File: src/rtl/insn_ctrl_pkg.sv
package insn_ctrl_pkg;

    localparam int OPC_W  = 6;
    localparam int FN_W   = 6;
    localparam int ALUC_W = 4;
    localparam int CLS_W  = 2;

    localparam logic [OPC_W-1:0] OPC_REG   = 6'h00;
    localparam logic [OPC_W-1:0] OPC_LOAD  = 6'h23;
    localparam logic [OPC_W-1:0] OPC_STORE = 6'h2B;
    localparam logic [OPC_W-1:0] OPC_BEQ   = 6'h04;
    localparam logic [OPC_W-1:0] OPC_JUMP  = 6'h02;

    localparam logic [FN_W-1:0] FN_ADD = 6'h20;
    localparam logic [FN_W-1:0] FN_SUB = 6'h22;
    localparam logic [FN_W-1:0] FN_AND = 6'h24;
    localparam logic [FN_W-1:0] FN_OR  = 6'h25;
    localparam logic [FN_W-1:0] FN_SLT = 6'h2A;

    // first-level ALU class
    typedef enum logic [CLS_W-1:0] {
        CLS_ADDR = 2'b00,
        CLS_CMP  = 2'b01,
        CLS_FUNC = 2'b10,
        CLS_RSV  = 2'b11
    } alu_class_e;

    // second-level ALU operation code
    typedef enum logic [ALUC_W-1:0] {
        ALU_AND = 4'b0000,
        ALU_OR  = 4'b0001,
        ALU_ADD = 4'b0010,
        ALU_SUB = 4'b0110,
        ALU_SLT = 4'b0111
    } alu_op_e;

    // instruction kind found by the opcode classifier
    typedef enum logic [2:0] {
        KIND_REG,
        KIND_LOAD,
        KIND_STORE,
        KIND_BEQ,
        KIND_JUMP,
        KIND_BAD
    } insn_kind_e;

    typedef struct packed {
        logic       dst_rd;
        logic       src_imm;
        logic       wb_mem;
        logic       reg_we;
        logic       mem_re;
        logic       mem_we;
        logic       branch;
        logic       jump;
        logic       illegal;
        alu_class_e cls;
    } main_ctl_t;

    // every select and strobe low, class address-add
    function automatic main_ctl_t ctl_quiet();
        main_ctl_t c;
        c.dst_rd  = 1'b0;
        c.src_imm = 1'b0;
        c.wb_mem  = 1'b0;
        c.reg_we  = 1'b0;
        c.mem_re  = 1'b0;
        c.mem_we  = 1'b0;
        c.branch  = 1'b0;
        c.jump    = 1'b0;
        c.illegal = 1'b0;
        c.cls     = CLS_ADDR;
        return c;
    endfunction

    // function-field decode; unlisted values fall back to add
    function automatic alu_op_e fn_to_op(input logic [FN_W-1:0] fn);
        alu_op_e op;
        case (fn)
            FN_ADD:  op = ALU_ADD;
            FN_SUB:  op = ALU_SUB;
            FN_AND:  op = ALU_AND;
            FN_OR:   op = ALU_OR;
            FN_SLT:  op = ALU_SLT;
            default: op = ALU_ADD;
        endcase
        return op;
    endfunction

endpackage

File: src/rtl/insn_opcode_classifier.sv
module insn_opcode_classifier
    import insn_ctrl_pkg::*;
(
    input  logic [OPC_W-1:0] opcode_i,
    output insn_kind_e       kind_o
);
    always_comb begin
        case (opcode_i)
            OPC_REG:   kind_o = KIND_REG;
            OPC_LOAD:  kind_o = KIND_LOAD;
            OPC_STORE: kind_o = KIND_STORE;
            OPC_BEQ:   kind_o = KIND_BEQ;
            OPC_JUMP:  kind_o = KIND_JUMP;
            default:   kind_o = KIND_BAD;
        endcase
    end
endmodule

File: src/rtl/insn_main_table.sv
module insn_main_table
    import insn_ctrl_pkg::*;
(
    input  insn_kind_e kind_i,
    output main_ctl_t  ctl_o
);
    always_comb begin
        ctl_o = ctl_quiet();
        case (kind_i)
            KIND_REG: begin
                ctl_o.dst_rd = 1'b1;
                ctl_o.reg_we = 1'b1;
                ctl_o.cls    = CLS_FUNC;
            end
            KIND_LOAD: begin
                ctl_o.src_imm = 1'b1;
                ctl_o.wb_mem  = 1'b1;
                ctl_o.reg_we  = 1'b1;
                ctl_o.mem_re  = 1'b1;
            end
            KIND_STORE: begin
                ctl_o.src_imm = 1'b1;
                ctl_o.mem_we  = 1'b1;
            end
            KIND_BEQ: begin
                ctl_o.branch = 1'b1;
                ctl_o.cls    = CLS_CMP;
            end
            KIND_JUMP: begin
                ctl_o.jump = 1'b1;
            end
            default: begin
                ctl_o.illegal = 1'b1;
            end
        endcase
    end
endmodule

File: src/rtl/insn_alu_control.sv
module insn_alu_control
    import insn_ctrl_pkg::*;
(
    input  alu_class_e      cls_i,
    input  logic [FN_W-1:0] funct_i,
    output alu_op_e         op_o
);
    always_comb begin
        case (cls_i)
            CLS_ADDR: op_o = ALU_ADD;
            CLS_CMP:  op_o = ALU_SUB;
            CLS_FUNC: op_o = fn_to_op(funct_i);
            default:  op_o = ALU_ADD;
        endcase
    end
endmodule

File: src/rtl/insn_ctrl_decoder.sv
module insn_ctrl_decoder
    import insn_ctrl_pkg::*;
(
    input  logic [OPC_W-1:0]  opcode_i,
    input  logic [FN_W-1:0]   funct_i,
    output logic              dst_sel_rd_o,
    output logic              src_sel_imm_o,
    output logic              wb_sel_mem_o,
    output logic              reg_we_o,
    output logic              mem_re_o,
    output logic              mem_we_o,
    output logic              branch_o,
    output logic              jump_o,
    output logic [CLS_W-1:0]  alu_class_o,
    output logic [ALUC_W-1:0] alu_ctl_o,
    output logic              illegal_o
);
    insn_kind_e kind;
    main_ctl_t  ctl;
    alu_op_e    op;

    insn_opcode_classifier u_cls (
        .opcode_i (opcode_i),
        .kind_o   (kind)
    );

    insn_main_table u_main (
        .kind_i (kind),
        .ctl_o  (ctl)
    );

    insn_alu_control u_aluc (
        .cls_i   (ctl.cls),
        .funct_i (funct_i),
        .op_o    (op)
    );

    assign dst_sel_rd_o  = ctl.dst_rd;
    assign src_sel_imm_o = ctl.src_imm;
    assign wb_sel_mem_o  = ctl.wb_mem;
    assign reg_we_o      = ctl.reg_we;
    assign mem_re_o      = ctl.mem_re;
    assign mem_we_o      = ctl.mem_we;
    assign branch_o      = ctl.branch;
    assign jump_o        = ctl.jump;
    assign illegal_o     = ctl.illegal;
    assign alu_class_o   = ctl.cls;
    assign alu_ctl_o     = op;
endmodule

File: config.mk
export PLATFORM = sky130hd
export DESIGN_NAME = insn_ctrl_decoder
export DESIGN_NICKNAME = d
export VERILOG_FILES = /design/src/rtl/insn_ctrl_pkg.sv /design/src/rtl/insn_opcode_classifier.sv /design/src/rtl/insn_main_table.sv /design/src/rtl/insn_alu_control.sv /design/src/rtl/insn_ctrl_decoder.sv
export SDC_FILE = /design/constraint.sdc
export NUM_CORES = 1
export LEC_CHECK = 0
export BUFFER_PORTS_ARGS = -buffer_cell sky130_fd_sc_hd__buf_2
export CORE_AREA = 2 2 39 41
export DETAILED_ROUTE_END_ITERATION = 8
export DIE_AREA = 0 0 41 43
export SYNTH_ARGS = -nofsm -noshare
export SYNTH_HDL_FRONTEND = slang
export SYNTH_HIERARCHICAL = 1
export SYNTH_SLANG_ARGS = --single-unit
File: constraint.sdc
create_clock -name vclk -period 4
set_clock_uncertainty 0.2 [all_clocks]
set_input_delay 0.8 -clock vclk [all_inputs]
set_output_delay 0.8 -clock vclk [all_outputs]
set_load 0.01 [all_outputs]
Word level (Yosys, flattened, before mapping). Cells that the tools add are included.

Bits in registers: 0. Input bits: 12. Output and inout bits: 15.

Eq/ne operators: 14. Reduce and logical (&&, ||, !) cells: 5. Muxes and demuxes: 12.

Operator list (number): 6-bit == test (second input constant) (6); 3-bit case mux with 5 select lines (1); 3-bit case mux with 4 select lines (1); 1-bit two-way mux (8); 4-bit case mux with 2 select lines (1); 3-bit by 2-bit == test with 1-bit output (second input constant) (2); 6-bit by 2-bit == test with 1-bit output (second input constant) (1); 6-bit by 3-bit == test with 1-bit output (second input constant) (1); 6-bit logical NOT (1); 5-bit OR reduction (1); 2-bit case mux with 2 select lines (1); 2-bit OR reduction (2); 3-bit by 1-bit == test with 1-bit output (second input constant) (1); 3-bit == test (second input constant) (1); 3-bit logical NOT (1); 2-bit by 1-bit == test with 1-bit output (second input constant) (1); 2-bit == test (second input constant) (1).

Logic depth before layout (Yosys ltp). Gate-level depths: netlist of run 1.

Depth in word-level cells: 6. Gate-level depth with buffers: 8.

Modules after synthesis. The synthesis of run 1 kept the hierarchy.

By module, submodules not included: insn_alu_control (sequential area each 0.0 um^2, area an instance 130.1 um^2, times used 1, cells each 17); insn_main_table (sequential area each 0.0 um^2, area an instance 123.9 um^2, times used 1, cells each 15); insn_opcode_classifier (sequential area each 0.0 um^2, area an instance 66.3 um^2, times used 1, cells each 9).

Worst setup path after synthesis of run 1. Ideal clock, no wire load.

Path kind: input-to-output. From: input port opcode_i[1]. To: output port alu_ctl_o[2]. Setup slack: 0.221 ns. Arrival: 2.779 ns. Cell stages on the path: 7. Required time: 3.000 ns. Cells stage by stage: or4_4 a21o_1 buf_6 nor3_1 ha_1 nand4bb_1 o22ai_1.

Longest elaborated chain between the ends: 6. Elaborated cells between the ends (all ways): 12. Classes of those cells: eq/ne: 7; mux: 3; reduce/logical: 2.

RTL lines: start: declaration (RTL line insn_ctrl_decoder.sv:4) `input logic [OPC_W-1:0] opcode_i,`; 6-bit by 2-bit == test with 1-bit output (tied with other cells) (RTL line insn_opcode_classifier.sv:8) `case (opcode_i)`; 3-bit case mux with 5 select lines (*) (RTL line insn_opcode_classifier.sv:8); via kind[2] (RTL line insn_ctrl_decoder.sv:18) `insn_kind_e kind;`; 3-bit by 2-bit == test with 1-bit output / 3-bit logical NOT (equally long branches) (RTL line insn_main_table.sv:9) `case (kind_i)`; 2-bit case mux with 2 select lines (*) (RTL line insn_main_table.sv:9); via alu_class_o[1] (RTL line insn_ctrl_decoder.sv:14) `output logic [CLS_W-1:0] alu_class_o,`; 2-bit == test / 2-bit by 1-bit == test with 1-bit output (equally long branches) (RTL line insn_alu_control.sv:9) `case (cls_i)`; 4-bit case mux with 2 select lines (*) (RTL line insn_alu_control.sv:9); end: declaration (RTL line insn_ctrl_decoder.sv:15) `output logic [ALUC_W-1:0] alu_ctl_o,`.

The timed path passes the listed nets; every way through them passes the cells marked *.

Worst setup path after layout of run 1.
From: input port opcode_i[1]. To: output port alu_ctl_o[2].

Longest elaborated chain between the ends: 6. Elaborated cells between the ends (all ways): 12. Classes of those cells: eq/ne: 7; mux: 3; reduce/logical: 2.

RTL lines (RTL line): 6-bit by 2-bit == test with 1-bit output (tied with other cells) (insn_opcode_classifier.sv:8); 3-bit case mux with 5 select lines (*) (insn_opcode_classifier.sv:8); via kind[1] (insn_ctrl_decoder.sv:18); 3-bit by 2-bit == test with 1-bit output / 3-bit logical NOT (equally long branches) (insn_main_table.sv:9); 2-bit case mux with 2 select lines (*) (insn_main_table.sv:9); 2-bit == test / 2-bit by 1-bit == test with 1-bit output (equally long branches) (insn_alu_control.sv:9); 4-bit case mux with 2 select lines (*) (insn_alu_control.sv:9).

Marks and branches as above.

==> summary.txt, run 1 <==
Power
  – Pwr dens: 50.1 nW/um^2
  – VDD IR max: approximately 0.026 mV
  – Pleak: roughly 0.21 nW

Worst setup path
  – CP endpoint kind: output port
  – Crit-path max FO: 4
  – Startpoint types: input port
  – Critical setup path kind: in -> out
  – Req. time, crit path: roughly 3000 ps
  – Worst path arrival time: roughly 2800 ps

Synth
  – Syn Nets: between 50 and 60
  – Synth Warn #: 6
  – Avg Cell Area, Syn: 7.81 um^2
  – Syn Inst Count: between 40 and 50
  – Mapped Area: 320 um^2
  – Unique masters post-synth: 27
  – Post-synthesis sequential area ratio: 0%

Worst hold path
  – Worst min path class: in -> out

Die
  – Die width: between 40 and 50 um
  – Height of the die: roughly 43 um
  – IO Count: 27
  – Num rows: 14
  – Initial Utilization: 23.1%
  – Core ar.: roughly 1400 um^2
  – Die area: 1760 um^2

Global route
  – First-pass GRT wire length: 917 um
  – Initial antenna violation count: 0
  – GR Overflow Total: 0
  – GRT Total Usage: 6.79%
  – Largest net degree at the start of global routing: 10
  – Vias in the first global route: between 200 and 300

Routing
  – DR pass1 iterations: 1
  – Vias per Instance: around 4.4
  – DRC viols: 0
  – Total number of vias: around 350
  – Final WL: 686 um
  – DRT iter0 DRCs: 0
  – Post-route ant nets: 0
  – Wirelength per Cell: ~8.6 um

Cells and area
  – Layout Cells excl Fill: 80
  – # diodes: 0
  – Filler cells: about 150
  – Reg area: 0 um^2
  – Clock buffers: 0
  – Seq cells: 0
  – # nets final: 80
  – Share of layout cells above drive strength 1: around 53%
  – Area growth, synth to finish: 36.3%

Timing
  – Period utilisation layout: ~95%
  – Max Freq: roughly 260 MHz
  – Post-Route Setup TNS: 0 ps
  – Unrepaired setup endpoints after global routing: no
  – Setup violations, final: 0
  – Final count of pins violating max slew: 0
  – Min Tclk post-route: 3780 ps
  – Hold Vio Cnt, Final: 0

Placement
  – Inst Count DP: 80
  – Routability cong.: 0.587
  – Port buffer count: 26
  – Post-DP HPWL: about 600 um

Clocking
  – Post-CTS Setup Inserts: 0
  – CTS-repair resized insts: 0
  – # hold bufs at CTS: 0

Run
  – Max-Cap Viols: 0

Status
  – Status: finished, final reports clean
-- logic make-up after synthesis --
group                      share of synthesized area (%)
other                                               1.17
buffers and inverters                               18.7
AOI/OAI and AO/OA                                   14.5
adders and majority gates                           7.81
and+or+nand+nor                                     55.1
xor gates and xnor gates                            2.73
-- cell type report --
type	count	area (um^2)	share of cell area [%]
multi-input cells	33	260	59.6
repair buffers	28	145	33.2
well taps	16	20.0	4.58
inverters	3	11.3	2.58
-- synth_stat cells, drive strengths merged, types with 2 or more instances --
library cell  count  area (um^2)
nor3b             2         15.0
inv               3         11.3
buf               5         48.8
a21o              2         15.0
ha                2         25.0
nor2              3         18.8
nand4bb           3         38.8
o22ai             2         12.5
nor3              3         15.0
and3b             2         20.0
-- report_power, final --
part           switching, mW  internal [mW]  leakage (nW)
clock                      0              0             0
combinational         0.0104         0.0115         0.211
sequential                 0              0             0
-- cells in the final DEF (no fill, tap or decap), drive strengths merged, types with 2 or more instances in the layout --
cell type and count:
nor3 3, nor3b 2, buf 28, nor2 3, and3b 2, ha 2
nand4bb 3, a21o 2, inv 3, o22ai 2
-- metrics by stage --
stage	utilization, %	hold WS, ps	setup WS (ps)	power [mW]	instance area (um^2)
floorplan	-	1500	221	0.0129	320
finish	31.6	1730	217	0.0219	437
detailed placement	31.6	1730	208	0.0220	437
global placement	31.6	1730	227	0.0217	437
CTS	31.6	1730	199	0.0221	437
global route	31.6	1760	134	0.0241	437
-- worst max-delay path: stages --
cell and delay [ps]:
buf_2 110, or4_4 530, o22ai_1 210, and3b_2 240
inv_1 40, ha_1 330, nand4bb_1 240, o22ai_1 140
buf_2 150
-- layer usage --
layer	vias up	share of wire, %	global-route usage, %
li1	196	-	-
met1	137	46	9.18
met2	19	42	11.9
met3	0	12	0.524
met4	0	0	0
met5	-	0	0
-- path summary, 6_finish.rpt --
path / to / startpoint / depth (start not counted)
min: alu_ctl_o[1] / funct_i[2] / 3
max: alu_ctl_o[2] / opcode_i[1] / 9
No activity file was read; power rests on OpenSTA's default activity.
==> inputs of run 2 (changes only) <==
- CELL_PAD_IN_SITES_DETAIL_PLACEMENT: not set -> 1
- CELL_PAD_IN_SITES_GLOBAL_PLACEMENT: not set -> 1
- PLACE_DENSITY_LB_ADDON: not set -> 0.1
==> summary.txt, run 2 (synthesis gave the netlist of run 1 again) <==
Global route
  – Largest net degree at the start of global routing: 10 (unchanged)
  – GRT Total Usage: 8.39% (+1.6 points)
  – GR Overflow Total: 0 (unchanged)
  – Initial antenna violation count: 0 (unchanged)
  – Vias in the first global route: 307 (+18%)
  – First-pass GRT wire length: 1130 um (+23%)

Placement
  – Routability cong.: 0.572 (-2.5%)
  – Post-DP HPWL: 719 um (+19%)
  – Port buffer count: 26 (unchanged)
  – Dpl cell area: 444 um^2 (+1.7%)

Timing
  – Period utilisation layout: 95.3% (+0.76 points)
  – Unrepaired setup endpoints after global routing: no
  – Hold Vio Cnt, Final: 0 (unchanged)
  – Max Freq: 262 MHz (-0.80%)
  – Min Tclk post-route: 3810 ps (+30.4 ps)
  – Final count of pins violating max slew: 0 (unchanged)
  – Setup violations, final: 0 (unchanged)
  – Post-Route Setup TNS: 0 ps (unchanged)

Die
  – Num rows: 14 (unchanged)
  – Die width: 41 um (unchanged)
  – Die area: 1760 um^2 (unchanged)
  – IO Count: 27 (unchanged)
  – Height of the die: 43 um (unchanged)
  – Initial Utilization: 23.1% (unchanged)
  – Core ar.: 1380 um^2 (unchanged)

Power
  – Pwr dens: 50.0 nW/um^2 (-0.15%)
  – Total power draw: 0.0222 mW (+1.6%)
  – Pleak: 0.216 nW (+2.6%)
  – VDD IR max: 0.0177 mV (-32%)

Cells and area
  – # diodes: 0 (unchanged)
  – Post-route cell area: 444 um^2 (+1.7%)
  – Clock buffers: 0 (unchanged)
  – Seq cells: 0 (unchanged)
  – Share of layout cells above drive strength 1: 53.8% (+0.72 points)
  – Most frequent cells in the layout: buf_2, buf_4, inv_1, nor3_1
  – Area growth, synth to finish: 38.7%
  – Most common cell after layout, fill and taps aside: buf_2
  – Reg area: 0 um^2 (unchanged)
  – # nets final: 81 (+1.3%)

Clocking
  – # hold bufs at CTS: 0 (unchanged)
  – CTS-repair resized insts: 0 (unchanged)
  – Post-CTS Setup Inserts: 0 (unchanged)

Routing
  – Total number of vias: 378 (+7.4%)
  – Post-route ant nets: 0 (unchanged)
  – DRT iter0 DRCs: 2 (+2)
  – Final WL: 797 um (+16%)
  – DR pass1 iterations: 2 (+1)
  – Wirelength per Cell: 9.84 um (+15%)
  – Vias per Instance: 4.67 (+6.1%)
  – DRC viols: 0 (unchanged)

Worst setup path
  – Startpoint types: input port
  – Critical setup path kind: in -> out
  – Worst path arrival time: 2810 ps (+30 ps)
  – Crit-path max FO: 4 (unchanged)
  – Req. time, crit path: 3000 ps (about the same)
  – CP endpoint kind: output port

Run
  – Max-Cap Viols: 0 (unchanged)

Status
  – Status: finished, final reports clean

Worst hold path
  – Worst min path class: in -> out
[run 2: area by class of cell]
cell class	count	area (um^2)
tap	16	20.0
timing repair buffer	29	153
inverter	3	11.3
multi-input combinational	33	260
fill	187	940
[run 2: per-stage QoR]
stage	setup WS [ps]	utilization (%)	cells	hold WS, ps
5_1_grt	24.8	32.1	81	1760
4_1_cts	164	32.1	81	1730
3_3_place_gp	171	32.1	81	1730
3_5_place_dp	165	32.1	81	1730
2_1_floorplan	221	-	41	1500
6_report	186	32.1	81	1730
[run 2: path summary, 6_finish.rpt]
kind / start / endpoint / cells past startpoint
worst max-delay path: opcode_i[1] / alu_ctl_o[2] / 9
worst min-delay path: funct_i[2] / alu_ctl_o[1] / 3
[run 2: power breakdown]
part	internal, mW	leakage (nW)	switching, mW
Clock	0	0	0
Combinational	0.0115	0.216	0.0107
Sequential	0	0	0
[run 2: critical path, stage by stage]
cell and delay [ps]:
buf_2 110, or4_4 530, o22ai_1 220, and3b_2 250, inv_1 50, ha_1 330
nand4bb_1 230, o22ai_1 140, buf_2 150
[run 2: metal layers]
layer / vias up / part of all wire (%) / track usage, %
met5: - / 0 / 0
met2: 15 / 50 / 15.9
li1: 195 / - / -
met3: 0 / 8.4 / 0
met1: 168 / 41 / 10.4
met4: 0 / 0 / 0
==> inputs of run 3 (changes only) <==
- BUFFER_PORTS_ARGS: -buffer_cell sky130_fd_sc_hd__buf_2 -> not set
- DONT_BUFFER_PORTS: not set -> 1
==> summary.txt, run 3 (synthesis gave the netlist of run 1 again) <==
Placement
  – Routability cong.: 0.510 (-11%)
  – Post-DP HPWL: 653 um (-9.2%)
  – Pre-CTS setup slack: 297 ps (+131 ps)
  – Dpl cell area: 322 um^2 (-28%)
  – Port buffer count: 0 (-100%)

Cells and area
  – # diodes: 0 (unchanged)
  – Reg area: 0 um^2 (unchanged)
  – Most frequent cells in the layout: buf_4, inv_1, nor3_1
  – Seq cells: 0 (unchanged)
  – # nets final: 56 (-31%)
  – Clock buffers: 0 (unchanged)
  – Post-route cell area: 322 um^2 (-28%)
  – Filler cells: 176 (-5.9%)
  – Area of the multi-input gates: 260 um^2 (unchanged)
  – Area growth, synth to finish: 0.391%
  – Share of layout cells above drive strength 1: 25.0% (-29 points)
  – Most common cell after layout, fill and taps aside: buf_4

Worst setup path
  – Slowest CP cell: or4_4
  – CP Cell Sequence: or4_4 -> a21o_1 -> and3b_2 -> inv_1 -> ha_1 -> nand4bb_1 -> o22ai_1
  – Crit path largest cell delay: 520 ps (about the same)
  – Crit-path max FO: 9 (+5)
  – Startpoint types: input port
  – Worst path arrival time: 2690 ps (-120 ps)
  – Req. time, crit path: 3000 ps (about the same)
  – CP startpoint: opcode_i[1]
  – Buf/Inv on CP: 1 (-2)
  – Kind of cell adding the most delay to the critical path: simple AND/OR/NAND/NOR gates
  – Critical setup path kind: in -> out
  – CP endpoint kind: output port

Global route
  – Initial antenna violation count: 0 (unchanged)
  – GR Overflow Total: 0 (unchanged)
  – First-pass GRT wire length: 1090 um (-3.6%)
  – GRT Total Usage: 8.39% (unchanged)
  – Largest net degree at the start of global routing: 10 (unchanged)
  – Vias in the first global route: 276 (-10%)

Power
  – VDD IR max: 0.0108 mV (-39%)
  – Pleak: 0.103 nW (-52%)
  – Pwr dens: 36.4 nW/um^2 (-27%)

Routing
  – DRC viols: 0 (unchanged)
  – Met3 WL: 74 um (+10%)
  – Final WL: 747 um (-6.3%)
  – Met2 WL: 400 um (+0.25%)
  – Wirelength per Cell: 13.3 um (+36%)
  – Top sig layer: met3
  – M1 WL: 272 um (-18%)
  – DR pass1 iterations: 2 (unchanged)
  – Post-route ant nets: 0 (unchanged)
  – Vias per Instance: 5.38 (+15%)
  – DRT iter0 DRCs: 4 (+2)
  – Total number of vias: 301 (-20%)

Clocking
  – Post-CTS Setup Inserts: 0 (unchanged)
  – # hold bufs at CTS: 0 (unchanged)
  – CTS-repair resized insts: 0 (unchanged)

Run
  – Max-Cap Viols: 0 (unchanged)

Timing
  – Final count of pins violating max slew: 0 (unchanged)
  – Unrepaired setup endpoints after global routing: no
  – Max Freq: 271 MHz (+3.3%)
  – Setup violations, final: 0 (unchanged)
  – Period utilisation layout: 92.3% (-3.1 points)
  – Worst setup margin: 309 ps (+123 ps)
  – Post-Route Setup TNS: 0 ps (unchanged)
  – Min Tclk post-route: 3690 ps (-123 ps)
  – Hold Vio Cnt, Final: 0 (unchanged)
  – Worst hold slack: 1500 ps (-220 ps)

Worst hold path
  – Worst Hold Launch: funct_i[2]
  – Worst min path class: in -> out

Die
  – Die area: 1760 um^2 (unchanged)
  – Initial Utilization: 23.1% (unchanged)
  – Core ar.: 1380 um^2 (unchanged)
  – Die width: 41 um (unchanged)
  – Num rows: 14 (unchanged)
  – Height of the die: 43 um (unchanged)
  – IO Count: 27 (unchanged)

Status
  – Status: finished, final reports clean
==> run 3: final cells by class <==
cell class                 instances  share of cell area (%)
inverter                           3                    3.50
multi-input combinational         33                    80.9
tap                               16                    6.23
timing repair buffer               4                    9.34
==> run 3: metrics by stage <==
step           cells  total power, mW  utilization (%)
2_1_floorplan     41           0.0129                -
4_1_cts           56           0.0118             23.2
3_5_place_dp      56           0.0118             23.2
6_report          56           0.0117             23.2
3_3_place_gp      56           0.0113             23.2
5_1_grt           56           0.0129             23.2
==> run 3: worst paths after layout <==
| check | end | depth (start not counted) |
|---|---|---|
| worst min-delay path | alu_ctl_o[1] | 1 |
| worst max-delay path | alu_ctl_o[2] | 7 |
==> run 3: routing by layer <==
layer | vias up | GRT usage, %
li1 | 146 | -
met1 | 138 | 9.18
met2 | 17 | 16.3
met3 | 0 | 1.57
met4 | 0 | 0
met5 | - | 0
==> run 3: power breakdown <==
part / internal, mW / switching (mW)
Sequential: 0 / 0
Combinational: 0.00577 / 0.00593
Clock: 0 / 0
